<file path="src/rtl/div_pkg.sv">
// Shared types for the iterative divider.
// Assumes operand widths are even so a half-width (word) mode exists.
package div_pkg;

    // Operation attributes captured at start and held for the run
    typedef struct packed {
        logic sgn;     // two's-complement operation
        logic rem;     // remainder requested
        logic word;    // half-width operation
        logic a_neg;   // dividend was negative
        logic d_neg;   // divisor was negative
        logic d_zero;  // divisor magnitude was zero
    } div_ctrl_t;

endpackage

</file>
<file path="src/rtl/div_operand_prep.sv">
// Reduces one operand to its magnitude and a sign flag.
// In word mode only the low half is used, sign- or zero-extended.
// Purely combinational; assumes W is even.
module div_operand_prep #(
    parameter int W = 64
) (
    input  logic [W-1:0] opnd_i,
    input  logic         sgn_i,
    input  logic         word_i,
    output logic [W-1:0] mag_o,
    output logic         neg_o
);
    localparam int HALF = W / 2;

    logic [W-1:0] ext;

    // Width reduction with the selected extension
    always_comb begin
        if (word_i) begin
            if (sgn_i) ext = {{HALF{opnd_i[HALF-1]}}, opnd_i[HALF-1:0]};
            else       ext = {{HALF{1'b0}}, opnd_i[HALF-1:0]};
        end else begin
            ext = opnd_i;
        end
    end

    // Magnitude of the extended value
    always_comb begin
        neg_o = sgn_i & ext[W-1];
        mag_o = neg_o ? (~ext + W'(1)) : ext;
    end
endmodule

</file>
<file path="src/rtl/div_shift_core.sv">
// Restoring shift-and-subtract loop on a 2W-bit accumulator.
// The upper half holds the partial remainder. The lower half holds the
// remaining dividend bits, and quotient bits enter it from the bottom.
// A step retires SKIP_BITS zero quotient bits when the top W+SKIP_BITS
// accumulator bits are zero and the retired count leaves room for them.
// A zero divisor never subtracts, so the loop still ends after W bits.
module div_shift_core #(
    parameter int W         = 64,
    parameter int SKIP_BITS = 8,
    parameter bit SKIP_EN   = 1'b1
) (
    input  logic           clk,
    input  logic           rst_n,
    input  logic           load_i,
    input  logic [W-1:0]   dvd_i,
    input  logic [W-1:0]   dsr_i,
    output logic           run_o,
    output logic           last_o,
    output logic [2*W-1:0] acc_next_o
);
    localparam int ACC_W      = 2 * W;
    localparam int CNT_W      = $clog2(W) + 1;
    localparam int SKIP_LIMIT = W - SKIP_BITS;

    logic             run_q;
    logic [CNT_W-1:0] cnt_q;
    logic [CNT_W-1:0] cnt_next;
    logic [ACC_W-1:0] acc_q;
    logic [W-1:0]     dsr_q;
    logic [ACC_W-1:0] shl;
    logic [ACC_W-1:0] step_acc;
    logic [W-1:0]     up;
    logic [W-1:0]     diff;
    logic             carry;
    logic             fits;
    logic             can_skip;

    // Single-bit restoring step, with the carry-out kept for large divisors
    always_comb begin
        carry    = acc_q[ACC_W-1];
        shl      = {acc_q[ACC_W-2:0], 1'b0};
        up       = shl[ACC_W-1:W];
        fits     = (|dsr_q) && (carry || (up >= dsr_q));
        diff     = up - dsr_q;
        step_acc = fits ? {diff, shl[W-1:1], 1'b1} : shl;
    end

    // Skip detector, present only when the variant is enabled
    generate
        if (SKIP_EN) begin : g_skip
            always_comb begin
                can_skip = run_q
                         && !(|acc_q[ACC_W-1:W-SKIP_BITS])
                         && (cnt_q < CNT_W'(SKIP_LIMIT));
            end
        end else begin : g_noskip
            always_comb can_skip = 1'b0;
        end
    endgenerate

    // Next accumulator, count, and the end-of-run flag
    always_comb begin
        acc_next_o = can_skip ? (acc_q << SKIP_BITS) : step_acc;
        cnt_next   = cnt_q + (can_skip ? CNT_W'(SKIP_BITS) : CNT_W'(1));
        last_o     = run_q && (cnt_next == CNT_W'(W));
        run_o      = run_q;
    end

    // Loop state: load on start, advance while running
    always_ff @(posedge clk) begin
        if (!rst_n) begin
            run_q <= 1'b0;
            cnt_q <= '0;
            acc_q <= '0;
            dsr_q <= '0;
        end else if (load_i) begin
            run_q <= 1'b1;
            cnt_q <= '0;
            acc_q <= {{W{1'b0}}, dvd_i};
            dsr_q <= dsr_i;
        end else if (run_q) begin
            acc_q <= acc_next_o;
            cnt_q <= cnt_next;
            if (last_o) run_q <= 1'b0;
        end
    end
endmodule

</file>
<file path="src/rtl/div_result_fix.sv">
// Picks quotient or remainder, restores its sign, forces zero for a zero
// divisor, and extends half-width results. Purely combinational.
module div_result_fix
    import div_pkg::*;
#(
    parameter int W = 64
) (
    input  logic [W-1:0] quo_i,
    input  logic [W-1:0] rem_i,
    input  div_ctrl_t    ctrl_i,
    output logic [W-1:0] res_o
);
    localparam int HALF = W / 2;

    logic [W-1:0] raw;
    logic [W-1:0] signed_val;
    logic         flip;

    // Selection and sign restoration
    always_comb begin
        raw        = ctrl_i.rem ? rem_i : quo_i;
        flip       = ctrl_i.sgn & (ctrl_i.rem ? ctrl_i.a_neg
                                              : (ctrl_i.a_neg ^ ctrl_i.d_neg));
        signed_val = flip ? (~raw + W'(1)) : raw;
        if (ctrl_i.d_zero) signed_val = '0;
    end

    // Width extension for half-width operations
    always_comb begin
        if (ctrl_i.word) begin
            if (ctrl_i.sgn) res_o = {{HALF{signed_val[HALF-1]}}, signed_val[HALF-1:0]};
            else            res_o = {{HALF{1'b0}}, signed_val[HALF-1:0]};
        end else begin
            res_o = signed_val;
        end
    end
endmodule

</file>
<file path="src/rtl/iter_divider.sv">
// Top of the sequential divider. Accepts a start only when idle,
// captures the operation attributes, runs the shift core, and registers
// the fixed-up result with a one-cycle done pulse.
// Assumes the operand inputs are valid in the cycle start_i is high.
module iter_divider
    import div_pkg::*;
#(
    parameter int W         = 64,
    parameter int SKIP_BITS = 8,
    parameter bit SKIP_EN   = 1'b1
) (
    input  logic         clk,
    input  logic         rst_n,
    input  logic         start_i,
    input  logic [W-1:0] dividend_i,
    input  logic [W-1:0] divisor_i,
    input  logic         signed_i,
    input  logic         rem_sel_i,
    input  logic         word_i,
    output logic         busy_o,
    output logic         done_o,
    output logic [W-1:0] result_o
);
    logic [W-1:0]   a_mag;
    logic [W-1:0]   d_mag;
    logic           a_neg;
    logic           d_neg;
    logic           load;
    logic           run;
    logic           last;
    logic [2*W-1:0] acc_next;
    logic [W-1:0]   res_fixed;
    div_ctrl_t      ctrl_q;
    logic           done_q;
    logic [W-1:0]   res_q;

    div_operand_prep #(.W(W)) u_prep_a (
        .opnd_i (dividend_i),
        .sgn_i  (signed_i),
        .word_i (word_i),
        .mag_o  (a_mag),
        .neg_o  (a_neg)
    );

    div_operand_prep #(.W(W)) u_prep_d (
        .opnd_i (divisor_i),
        .sgn_i  (signed_i),
        .word_i (word_i),
        .mag_o  (d_mag),
        .neg_o  (d_neg)
    );

    // A start is taken only while the loop is idle
    always_comb load = start_i && !run;

    div_shift_core #(.W(W), .SKIP_BITS(SKIP_BITS), .SKIP_EN(SKIP_EN)) u_core (
        .clk        (clk),
        .rst_n      (rst_n),
        .load_i     (load),
        .dvd_i      (a_mag),
        .dsr_i      (d_mag),
        .run_o      (run),
        .last_o     (last),
        .acc_next_o (acc_next)
    );

    div_result_fix #(.W(W)) u_fix (
        .quo_i  (acc_next[W-1:0]),
        .rem_i  (acc_next[2*W-1:W]),
        .ctrl_i (ctrl_q),
        .res_o  (res_fixed)
    );

    // Capture the operation attributes at start
    always_ff @(posedge clk) begin
        if (!rst_n) begin
            ctrl_q <= '0;
        end else if (load) begin
            ctrl_q.sgn    <= signed_i;
            ctrl_q.rem    <= rem_sel_i;
            ctrl_q.word   <= word_i;
            ctrl_q.a_neg  <= a_neg;
            ctrl_q.d_neg  <= d_neg;
            ctrl_q.d_zero <= ~|d_mag;
        end
    end

    // Register the result and raise done for one cycle
    always_ff @(posedge clk) begin
        if (!rst_n) begin
            done_q <= 1'b0;
            res_q  <= '0;
        end else begin
            done_q <= last;
            if (last) res_q <= res_fixed;
        end
    end

    assign busy_o   = run;
    assign done_o   = done_q;
    assign result_o = res_q;
endmodule

</file>
<file path="config.mk">
export PLATFORM = sky130hd
export DESIGN_NAME = iter_divider
export DESIGN_NICKNAME = d
export VERILOG_FILES = /design/src/rtl/div_pkg.sv /design/src/rtl/div_operand_prep.sv /design/src/rtl/div_shift_core.sv /design/src/rtl/div_result_fix.sv /design/src/rtl/iter_divider.sv
export SDC_FILE = /design/constraint.sdc
export NUM_CORES = 1
export LEC_CHECK = 0
export BUFFER_PORTS_ARGS = -buffer_cell sky130_fd_sc_hd__buf_2
export CORE_ASPECT_RATIO = 1.25
export CORE_UTILIZATION = 35
export DETAILED_ROUTE_END_ITERATION = 16
export PLACE_DENSITY_LB_ADDON = 0.08
export SYNTH_ARGS = -nofsm -noshare
export SYNTH_HDL_FRONTEND = slang
export SYNTH_HIERARCHICAL = 1
export SYNTH_SLANG_ARGS = --single-unit
</file>
<file path="constraint.sdc">
create_clock -name clk -period 9 [get_ports clk]
set_input_delay 1.8 -clock clk [delete_from_list [all_inputs] [get_ports clk]]
set_output_delay 1.8 -clock clk [all_outputs]
set_load 0.1 [all_outputs]
</file>
* Word level (Yosys, flattened, before mapping) *
Index checks and enable logic that the tools add are counted.

storage, ports and cells
  register bits after elaboration = 271
  input port bits = 134
  output and inout bits = 66
  logic and storage cells = 63

cells by class
  $add $sub $neg = 5
  magnitude comparators = 2
  equal/unequal tests = 1
  mux-type cells = 20
  bitwise operators = 8
  reduce and logical (&&, ||, !) cells = 14

operator list
  kind                   number
  $mux 64                13
  $mux 128               2
  $add 64x1->64 const B  3
  $not 64->64            3
  $reduce_or 64->1       2
  $reduce_or 72->1       1
  $ge 64x64->1           1
  $sub 64x64->64         1
  $add 7x7->7            1
  $eq 7x7->1 const B     1
  $lt 7x6->1 const B     1
  $logic_and 1x1->1      5
  $mux 1                 4
  $mux 4                 1
  $and 1x1->1            3
  $logic_not 1->1        3
  $reduce_bool 2->1      1
  $reduce_or 2->1        1
  $logic_or 1x1->1       1
  $not 1->1              1
  $xor 1x1->1            1

* Longest topological paths before layout *
Gate-level depths: netlist (run 1).

  depth after elaboration = 12
  mapped depth = 24
  depth with buffers taken out = 22

* Modules after synthesis *
Netlist (run 1), hierarchy kept.

modules (own cells, without submodules)
  module            instances  cells an instance  area each (um^2)
  div_shift_core    1          2,004              14,435.1
  div_operand_prep  2          316                1,989.4
  div_result_fix    1          547                3,724.8
  iter_divider      1          259                2,860.2

* Worst setup path before layout (run 1) *
OpenSTA, ideal clock, no wires.

  kind = register to register
  start point = register u_core.run_q, in the netlist u_core/run_o
  end point = register res_q[36], in the netlist result_o[36]
  arrival time = 5.255 ns
  required time = 8.933 ns
  path slack = 3.678 ns
  cell stages (with the launch flop) = 22
  buffers on the path = 5
  period minus slack after synthesis = 5.322 ns
  cells stage by stage = dfxtp_1 inv_1 nor4_1 nand4_1 nor2_1 and3_1 clkbuf_1 clkbuf_1 clkbuf_1 clkbuf_1 nor2_1 mux2i_1 ha_1 nor4bb_1 o221ai_1 nor4_4 buf_2 a21oi_1 xor2_1 o21ai_0 mux2i_1 nor2b_1

on the way
  longest elaborated chain between the ends = 10
  elaborated cells between the ends (all ways) = 14
  classes of those cells = add/sub (2); eq/ne (1); mux (7); bitwise (1); reduce/logical (3)

RTL lines
  element                 line                  RTL
  start, declared         div_shift_core.sv:25  logic run_q;
  start signal, assigned  div_shift_core.sv:72  run_q <= 1'b0;
  start signal, assigned  div_shift_core.sv:77  run_q <= 1'b1;
  start signal, assigned  div_shift_core.sv:84  if (last_o) run_q <= 1'b0;
  $logic_and 1x1->1 *     div_shift_core.sv:53  && !(|acc_q[ACC_W-1:W-SKIP_BITS])
  $logic_and 1x1->1 *     div_shift_core.sv:54  && (cnt_q < CNT_W'(SKIP_LIMIT));
  $mux 128 *              div_shift_core.sv:63  acc_next_o = can_skip ? (acc_q << SKIP_BITS) : step_acc;
  via acc_next[65]        iter_divider.sv:31    logic [2*W-1:0] acc_next;
  $mux 64 *               div_result_fix.sv:21  raw = ctrl_i.rem ? rem_i : quo_i;
  $not 64->64 *           div_result_fix.sv:24  signed_val = flip ? (~raw + W'(1)) : raw;
  $add 64x1->64 *         div_result_fix.sv:24
  $mux 64 *               div_result_fix.sv:24
  $mux 64 *               div_result_fix.sv:25  if (ctrl_i.d_zero) signed_val = '0;
  $mux 64                 div_result_fix.sv:31  if (ctrl_i.sgn) res_o = {{HALF{signed_val[HALF-1]}}, signed_val[HALF-1:0]};
  $mux 64 *               div_result_fix.sv:30  if (ctrl_i.word) begin
  via res_fixed[36]       iter_divider.sv:32    logic [W-1:0] res_fixed;
  end signal, assigned    iter_divider.sv:95    if (last) res_q <= res_fixed;
  end, declared           iter_divider.sv:35    logic [W-1:0] res_q;

Mark *: on every way through the listed nets, which the timed path passes. The rest lies on a longest branch.
A chain may end at the register's enable or synchronous reset.

* Worst setup path in the final report (run 1) *
  start point = register u_core.dsr_q[10]
  end point = register res_q[60], in the netlist result_o[60]

on the way
  longest elaborated chain between the ends = 12
  elaborated cells between the ends (all ways) = 14
  classes of those cells = add/sub (2); order compare (1); mux (7); bitwise (1); reduce/logical (3)

RTL lines
  element                 line                  RTL
  start, declared         div_shift_core.sv:29  logic [W-1:0] dsr_q;
  start signal, assigned  div_shift_core.sv:80  dsr_q <= dsr_i;
  $ge 64x64->1            div_shift_core.sv:43  fits = (|dsr_q) && (carry || (up >= dsr_q));
  $logic_or 1x1->1        div_shift_core.sv:43
  $logic_and 1x1->1 *     div_shift_core.sv:43
  $mux 128 *              div_shift_core.sv:45  step_acc = fits ? {diff, shl[W-1:1], 1'b1} : shl;
  $mux 128 *              div_shift_core.sv:63
  via acc_next[0]         iter_divider.sv:31
  $mux 64 *               div_result_fix.sv:21
  $not 64->64 *           div_result_fix.sv:24
  $add 64x1->64 *         div_result_fix.sv:24
  $mux 64 *               div_result_fix.sv:24
  $mux 64 *               div_result_fix.sv:25
  $mux 64                 div_result_fix.sv:31
  $mux 64 *               div_result_fix.sv:30
  via res_fixed[60]       iter_divider.sv:32

Marked as above.

==> results.md, run 1 <==
- # rows: 109
- First-pass GRT wire length: 157600 um
- Leak: 11.04 nW
- Placeable Area: 70650 um2
- Worst-case reg-to-reg path depth: 21
- Critical path peak fanout: 12
- Largest net degree at the start of global routing: 114
- Hold buffers post-CTS: 0
- Post-DRT Antenna Nets: 0
- Total GRT Usage: 28.53%
- FFs w/ async S/R, synth: 0%
- Later-pin clock latency in the skew report: 0.56 ns
- Layout net count: 3686
- Max VDD drop: 0.1192 mV
- End of the worst hold path: ctrl_q[1]
- DRT Pass-1 Iters: 5
- Sw frac: 44.52%
- Initial DRC count: 1841
- Startpoint Class: flop
- # DRC: 0
- Post-Syn Instances: 3442
- CP cell instances: inv_1 > ha_1 > nand2_1 > nor2_1 > a221o_1 > o31ai_1 > a31oi_1 > o21ai_4 > inv_1 > nand2_1 > clkinv_1 > mux2i_1 > ha_1 > nor4bb_1 > o221ai_1 > nor4_4 > nand4_1 > and3_1 > o31ai_2 > mux2i_1 > nor2b_1
- Post-synthesis net count: 3647
- Hold Fails Final Rpt: 0
- Die H: 300.8 um
- Max Root-Sink Buffers: 3
- Min-delay src: ctrl_q[1]
- Internal: 2.911 mW
- Primary FF master, synth: dfxtp_1
- Hold Path Class: flop to flop
- CTS tree: yes
- Slowest stage delay, CP: 0.89 ns
- Max-slew headroom: 6.914%
- TritonCTS Buffers: 34
- Setup Fix Bufs, Post-CTS: 0
- Share of layout cells above drive strength 1: 11.01%
- Area leader, netlist: dfxtp_1
- Final setup violation count: 0
- Worst reg2reg setup slack: 1.70 ns
- R2R Path End: result_o[60]
- Crit. End Element: flop
- Full die area: 72500 um2
- P per Cell Area: 190.4 nW/um2
- Fillers: 7641
- Count leader, synth: nand2_1
- Net Sw Power: 2.336 mW
- Yosys cell types: 101
- EDFF count, synth: 0
- Syn_area_per_cell: 7.263 um2
- #FFs+latches synth: 271
- DP Wirelength: 83660 um
- Setup_tns: 0 ns
- Worst slew pin tran: 1.391 ns
- Port Buffers: 199
- Via Count: 25920
- Global route total overflow: 0
- CTS sink cnt: 271
- CP top delay family: simple AND/OR/NAND/NOR gates
- Avg WL per Cell: 23.87 um
- Comb pwr share: 47.3%
- Max Cap Viol: 0
- Maximum clock frequency: 137.0 MHz
- Critical-path top delay cell: nor4_4
- Clock share of power: 26.6%
- Hold Path Depth: 2
- CP Buf/Inv Count: 3
- Antenna Cells: 0
- Vias in the first global route: 24900
- Run status: finished clean
- Clk slew on worst S/H paths: 0.06 ns
- Tmin final: 7.299 ns
- Total Wirelength: 106200 um
- Clock root buffer: clkbuf_16
- Synth area leaders: dfxtp_1, mux2i_1, nand2_1
- CTS H-tree depth: 2
- Most frequent cells after synthesis: nand2_1, dfxtp_1, nor2_1
- Post-CTS sizing: 0
- Top cell type's share of synthesized area: 21.70%
- Seq pwr share: 26.1%
- Reg2reg start: u_core/dsr_q[10]
- Critical path arrival: 7.78 ns
- Worst Setup SP: u_core/dsr_q[10]
- Mapped Area: 25000 um2
- Slew Limit Fails: 0
- Ports: 200
- Chip width: 241.0 um
- Initial antenna violation count: 1
- Sequential area share after synthesis: 21.70%
- Via/cell ratio: 5.828
- RSZ-0062 raised after global routing: false
- Final Cycle Share: 81.10%
- CP required: 9.48 ns
- CP Class: flop to flop
- Post-layout total power: 5.247 mW
- Layout area overhead: 10.26%
- Initial Utilization: 35.39%
- RePlAce Congestion: 0.9448
- Layout Skew: 0.03540 ns
- Synth Warn #: 6
-- cells in the final DEF (no fill, tap or decap), drive strengths merged, types with 121 or more instances in the layout --
cell,count
nor2,270
nor2b,147
a21oi,248
nor4,121
mux2i,231
o21ai,232
dfxtp,271
xnor2,138
buf,230
nand2,395
-- per-stage QoR --
| step | utilization, % | area [um2] | setup slack (ns) | hold slack (ns) | instances |
|---|---|---|---|---|---|
| 4_1_cts | 39.02 | 27560 | 1.819 | 0.4519 | 4448 |
| 3_3_place_gp | 37.47 | 26470 | 1.840 | 0.4392 | 4388 |
| 3_5_place_dp | 37.47 | 26470 | 1.853 | 0.4433 | 4388 |
| 2_1_floorplan | - | 25000 | 3.678 | 0.4282 | 3442 |
| 5_1_grt | 39.02 | 27560 | 1.416 | 0.4844 | 4448 |
| 6_report | 39.02 | 27560 | 1.701 | 0.4483 | 4448 |
-- worst reg2reg max path, stage by stage, from the launching register on --
cell	delay, ns
dfxtp_1	0.53
inv_1	0.16
ha_1	0.42
nand2_1	0.21
nor2_1	0.09
a221o_1	0.33
o31ai_1	0.40
a31oi_1	0.33
o21ai_4	0.22
inv_1	0.32
nand2_1	0.33
clkinv_1	0.52
mux2i_1	0.40
ha_1	0.24
nor4bb_1	0.40
o221ai_1	0.40
nor4_4	0.89
nand4_1	0.31
and3_1	0.28
o31ai_2	0.23
mux2i_1	0.11
nor2b_1	0.12
-- state kept, by name, summed over array words and instances, names as in the netlist --
| register | count |
|---|---|
| ctrl_q | 6 |
| done_o | 1 |
| result_o | 64 |
| u_core/acc_q | 128 |
| u_core/cnt_q | 7 |
| u_core/dsr_q | 64 |
| u_core/run_o | 1 |
-- power groups by stage --
stage               Clock, mW  Combinational [mW]  Sequential (mW)
floorplan                   0                1.66             1.34
global placement            0                2.44             1.39
detailed placement          0                2.43             1.39
CTS                      1.44                2.44             1.37
global route             1.48                2.67             1.38
finish                   1.40                2.48             1.37
-- routing by layer --
metal  share of wire (%)  global-route usage [%]  routed length (um)  vias to the layer above
met5               0.012                       0                  13                        -
met4                 6.0                   15.72                6334                        2
met3                 4.4                   2.576                4717                      174
met2                  47                   48.19               50310                      814
met1                  42                   35.45               44790                    12440
li1                    -                       -                   -                    12490
-- worst max-delay path by stage --
stage                         endpoint  slack (ns)  cells past startpoint
after floorplan           result_o[36]        3.68                     21
after global placement    result_o[60]        1.84                     21
after detailed placement  result_o[60]        1.85                     21
after CTS                 result_o[60]        1.82                     21
after global routing      result_o[60]        1.42                     21
final                     result_o[60]        1.70                     21
-- cell families after synthesis --
kind of cell | count (synthesis) | share of synthesized area, %
AO/OA/AOI/OAI | 817 | 20.51
flip-flops | 271 | 21.70
buffers and inverters | 333 | 5.531
adder cells (fa/ha/maj) | 71 | 3.584
XOR/XNOR | 212 | 7.427
AND/OR/NAND/NOR | 1480 | 30.77
multiplexers | 258 | 10.48
-- area by class of cell --
type                            count  area (um2)  area share (%)
Sequential cell                   271        5433           19.71
Tap cell                          943        1180           4.281
Clock buffer                       47       960.9           3.486
Timing Repair Buffer              230        1231           4.467
Multi-Input combinational cell   2838       18230           66.13
Clock inverter                     13       128.9          0.4676
Inverter                          106       402.9           1.462
(Power assumes the default switching activity.)
==> run 2: changes to the inputs <==
==> constraint.sdc (replaced) <==
create_clock -name clk -period 7.28 [get_ports clk]
set_input_delay 1.456 -clock clk [delete_from_list [all_inputs] [get_ports clk]]
set_output_delay 1.456 -clock clk [all_outputs]
set_load 0.1 [all_outputs]
==> run 2 against run 1 <==
Against the previous run: first-iteration DRC count grew 1.8%; largest cell class unchanged; sequential share of layout area down 0.078 points; total power increased by 22%; final cell count increased by 0.31%; sequential power up 23%; clock skew down 0.013 ns; critical endpoint is now result_o[62].
==> results.md, run 2 (synthesis gave the netlist of run 1 again) <==
- CP top delay family: simple AND/OR/NAND/NOR gates
- Avg WL per Cell: 23.16 um (-3.0%)
- Leak: 11.12 nW (+0.66%)
- Tmin final: 6.518 ns (-0.7818 ns)
- Commonest non-fill, non-tap cells in the layout: nand2_1, nor2_1, dfxtp_1, a21oi_1, mux2i_1
- CTS sink cnt: 271 (unchanged)
- CTS H-tree depth: 1 (-1)
- Final hold slack: 0.4649 ns (+0.01663 ns)
- Global route total overflow: 0 (unchanged)
- RePlAce Congestion: 0.9879 (+4.6%)
- Critical-path top delay cell: dfxtp_1
- Layout area overhead: 10.70%
- # DRC: 0 (unchanged)
- R2R Path End: result_o[62]
- Hold Fails Final Rpt: 0 (unchanged)
- Total GRT Usage: 27.66% (-0.87 points)
- Vias in the first global route: 24900 (unchanged)
- Hold Path Class: flop to flop
- Final setup violation count: 0 (unchanged)
- RSZ-0062 raised after global routing: false
- Setup_tns: 0 ns (unchanged)
- Total Wirelength: 103300 um (-2.7%)
- Slowest stage delay, CP: 0.63 ns (-0.26 ns)
- TritonCTS Buffers: 31 (-8.8%)
- # rows: 109 (unchanged)
- Share of layout cells above drive strength 1: 11.45% (+0.44 points)
- Post-place setup slack: 0.7071 ns (-1.146 ns)
- CP Class: flop to flop
- CTS tree: yes
- Startpoint Class: flop
- Port Buffers: 199 (unchanged)
- Largest net degree at the start of global routing: 99 (-13%)
- Hold Path Depth: 2 (unchanged)
- Later-pin clock latency in the skew report: 0.61 ns (+0.05 ns)
- Layout net count: 3701 (+0.41%)
- Fillers: 7664 (+0.30%)
- DP Wirelength: 82160 um (-1.8%)
- Placeable Area: 70650 um2 (unchanged)
- Critical path peak fanout: 14 (+2)
- Critical path arrival: 7.07 ns (-0.71 ns)
- Clock root buffer: clkbuf_16
- Layout Skew: 0.02239 ns (-0.01301 ns)
- Worst setup margin: 0.7624 ns (-0.9382 ns)
- Via Count: 25900 (-0.081%)
- Full die area: 72500 um2 (unchanged)
- Post-CTS sizing: 0 (unchanged)
- Worst-case reg-to-reg path depth: 21 (unchanged)
- Slew Limit Fails: 0 (unchanged)
- CP Buf/Inv Count: 4 (+1)
- Final Cycle Share: 89.53% (+8.4 points)
- Max Cap Viol: 0 (unchanged)
- CP required: 7.83 ns (-1.65 ns)
- Worst reg2reg setup slack: 0.76 ns (-0.94 ns)
- Via/cell ratio: 5.805 (-0.39%)
- Max-slew headroom: 14.20% (+7.3 points)
- Clk slew on worst S/H paths: 0.06 ns (about the same)
- Number of flip-flops in the largest register: 128 (unchanged)
- Initial DRC count: 1875 (+1.8%)
- Reg2reg start: u_core/dsr_q[10]
- Crit. End Element: flop
- Post-DRT Antenna Nets: 0 (unchanged)
- Hold buffers post-CTS: 0 (unchanged)
- Antenna Cells: 0 (unchanged)
- Setup Fix Bufs, Post-CTS: 0 (unchanged)
- Initial Utilization: 35.39% (unchanged)
- Most common cell after layout, fill and taps aside: nand2_1
- Min-delay src: ctrl_q[1]
- Maximum clock frequency: 153.4 MHz (+12%)
- Post-layout total power: 6.396 mW (+22%)
- CP cell instances: inv_1 > ha_1 > nand2_1 > or2_2 > a311oi_1 > o31ai_1 > a31oi_1 > o21ai_4 > inv_1 > buf_4 > buf_4 > mux2i_1 > nor2_1 > or3b_2 > a22oi_1 > nor4bb_1 > nand4_1 > and3_1 > o31ai_2 > mux2i_1 > nor2b_1
- Ports: 200 (unchanged)
- FF+latch area: 5433 um2 (unchanged)
- Chip width: 241.0 um (unchanged)
- P per Cell Area: 231.1 nW/um2 (+21%)
- Die H: 300.8 um (unchanged)
- Area of the multi-input gates: 18230 um2 (unchanged)
- Max VDD drop: 0.1224 mV (+2.7%)
- First-pass GRT wire length: 154400 um (-2.0%)
- Max Root-Sink Buffers: 3 (unchanged)
- Initial antenna violation count: 0 (-1)
- End of the worst hold path: ctrl_q[1]
- DRT Pass-1 Iters: 5 (unchanged)
- Worst slew pin tran: 1.275 ns (-0.1159 ns)
- Run status: finished clean
- Largest Register: u_core/acc_q
==> run 2: cell count changes in the layout (fill, tap and decap cells not counted), sizes merged <==
cell      previous run  this run
buf                230       248
clkbuf              47        43
clkinvlp             0         1
inv                108       107
==> run 2: routing by layer <==
layer | vias up | track usage [%] | wire (um)
li1 | 12540 | - | -
met1 | 12440 | 34.42 | 43920
met2 | 773 | 48.49 | 50390
met3 | 154 | 1.641 | 4007
met4 | 0 | 12.63 | 5004
met5 | - | 0 | 0
==> run 2: final cells by class <==
type / instances / share of cell area, %
clock buffer: 43 / 3.260
clock inverter: 13 / 0.4521
inverter: 106 / 1.456
multi-input combinational: 2838 / 65.86
sequential: 271 / 19.63
tap: 943 / 4.264
timing repair buffer: 248 / 5.073
==> run 2: how the worst max path moves through the flow <==
stage / from / endpoint / slack, ns / depth (start not counted)
detailed placement: u_core/dsr_q[10] / result_o[52] / 0.71 / 22
global placement: u_core/dsr_q[10] / result_o[52] / 0.78 / 22
floorplan: u_core/run_o / result_o[36] / 1.96 / 21
global route: u_core/dsr_q[10] / result_o[62] / 0.32 / 21
finish: u_core/dsr_q[10] / result_o[62] / 0.76 / 21
CTS: u_core/dsr_q[10] / result_o[52] / 0.68 / 22
==> run 2: power breakdown <==
part,internal [mW],switching [mW]
sequential,1.57,0.120
combinational,1.07,2.01
clock,0.930,0.694
==> run 2: metrics by stage <==
| stage | util, % | cell area [um2] | cells |
|---|---|---|---|
| final | 39.17 | 27670 | 4462 |
| after global routing | 39.17 | 27670 | 4462 |
| after CTS | 39.17 | 27670 | 4462 |
| after detailed placement | 37.72 | 26650 | 4406 |
| after global placement | 37.72 | 26650 | 4406 |
| after floorplan | - | 25000 | 3442 |
==> run 2: worst register-to-register path, cell delays in order, from the launching register on <==
cell	delay [ns]
dfxtp_1	0.63
inv_1	0.10
ha_1	0.45
nand2_1	0.19
or2_2	0.37
a311oi_1	0.42
o31ai_1	0.22
a31oi_1	0.33
o21ai_4	0.10
inv_1	0.28
buf_4	0.33
buf_4	0.29
mux2i_1	0.38
nor2_1	0.13
or3b_2	0.48
a22oi_1	0.62
nor4bb_1	0.31
nand4_1	0.15
and3_1	0.24
o31ai_2	0.22
mux2i_1	0.11
nor2b_1	0.11
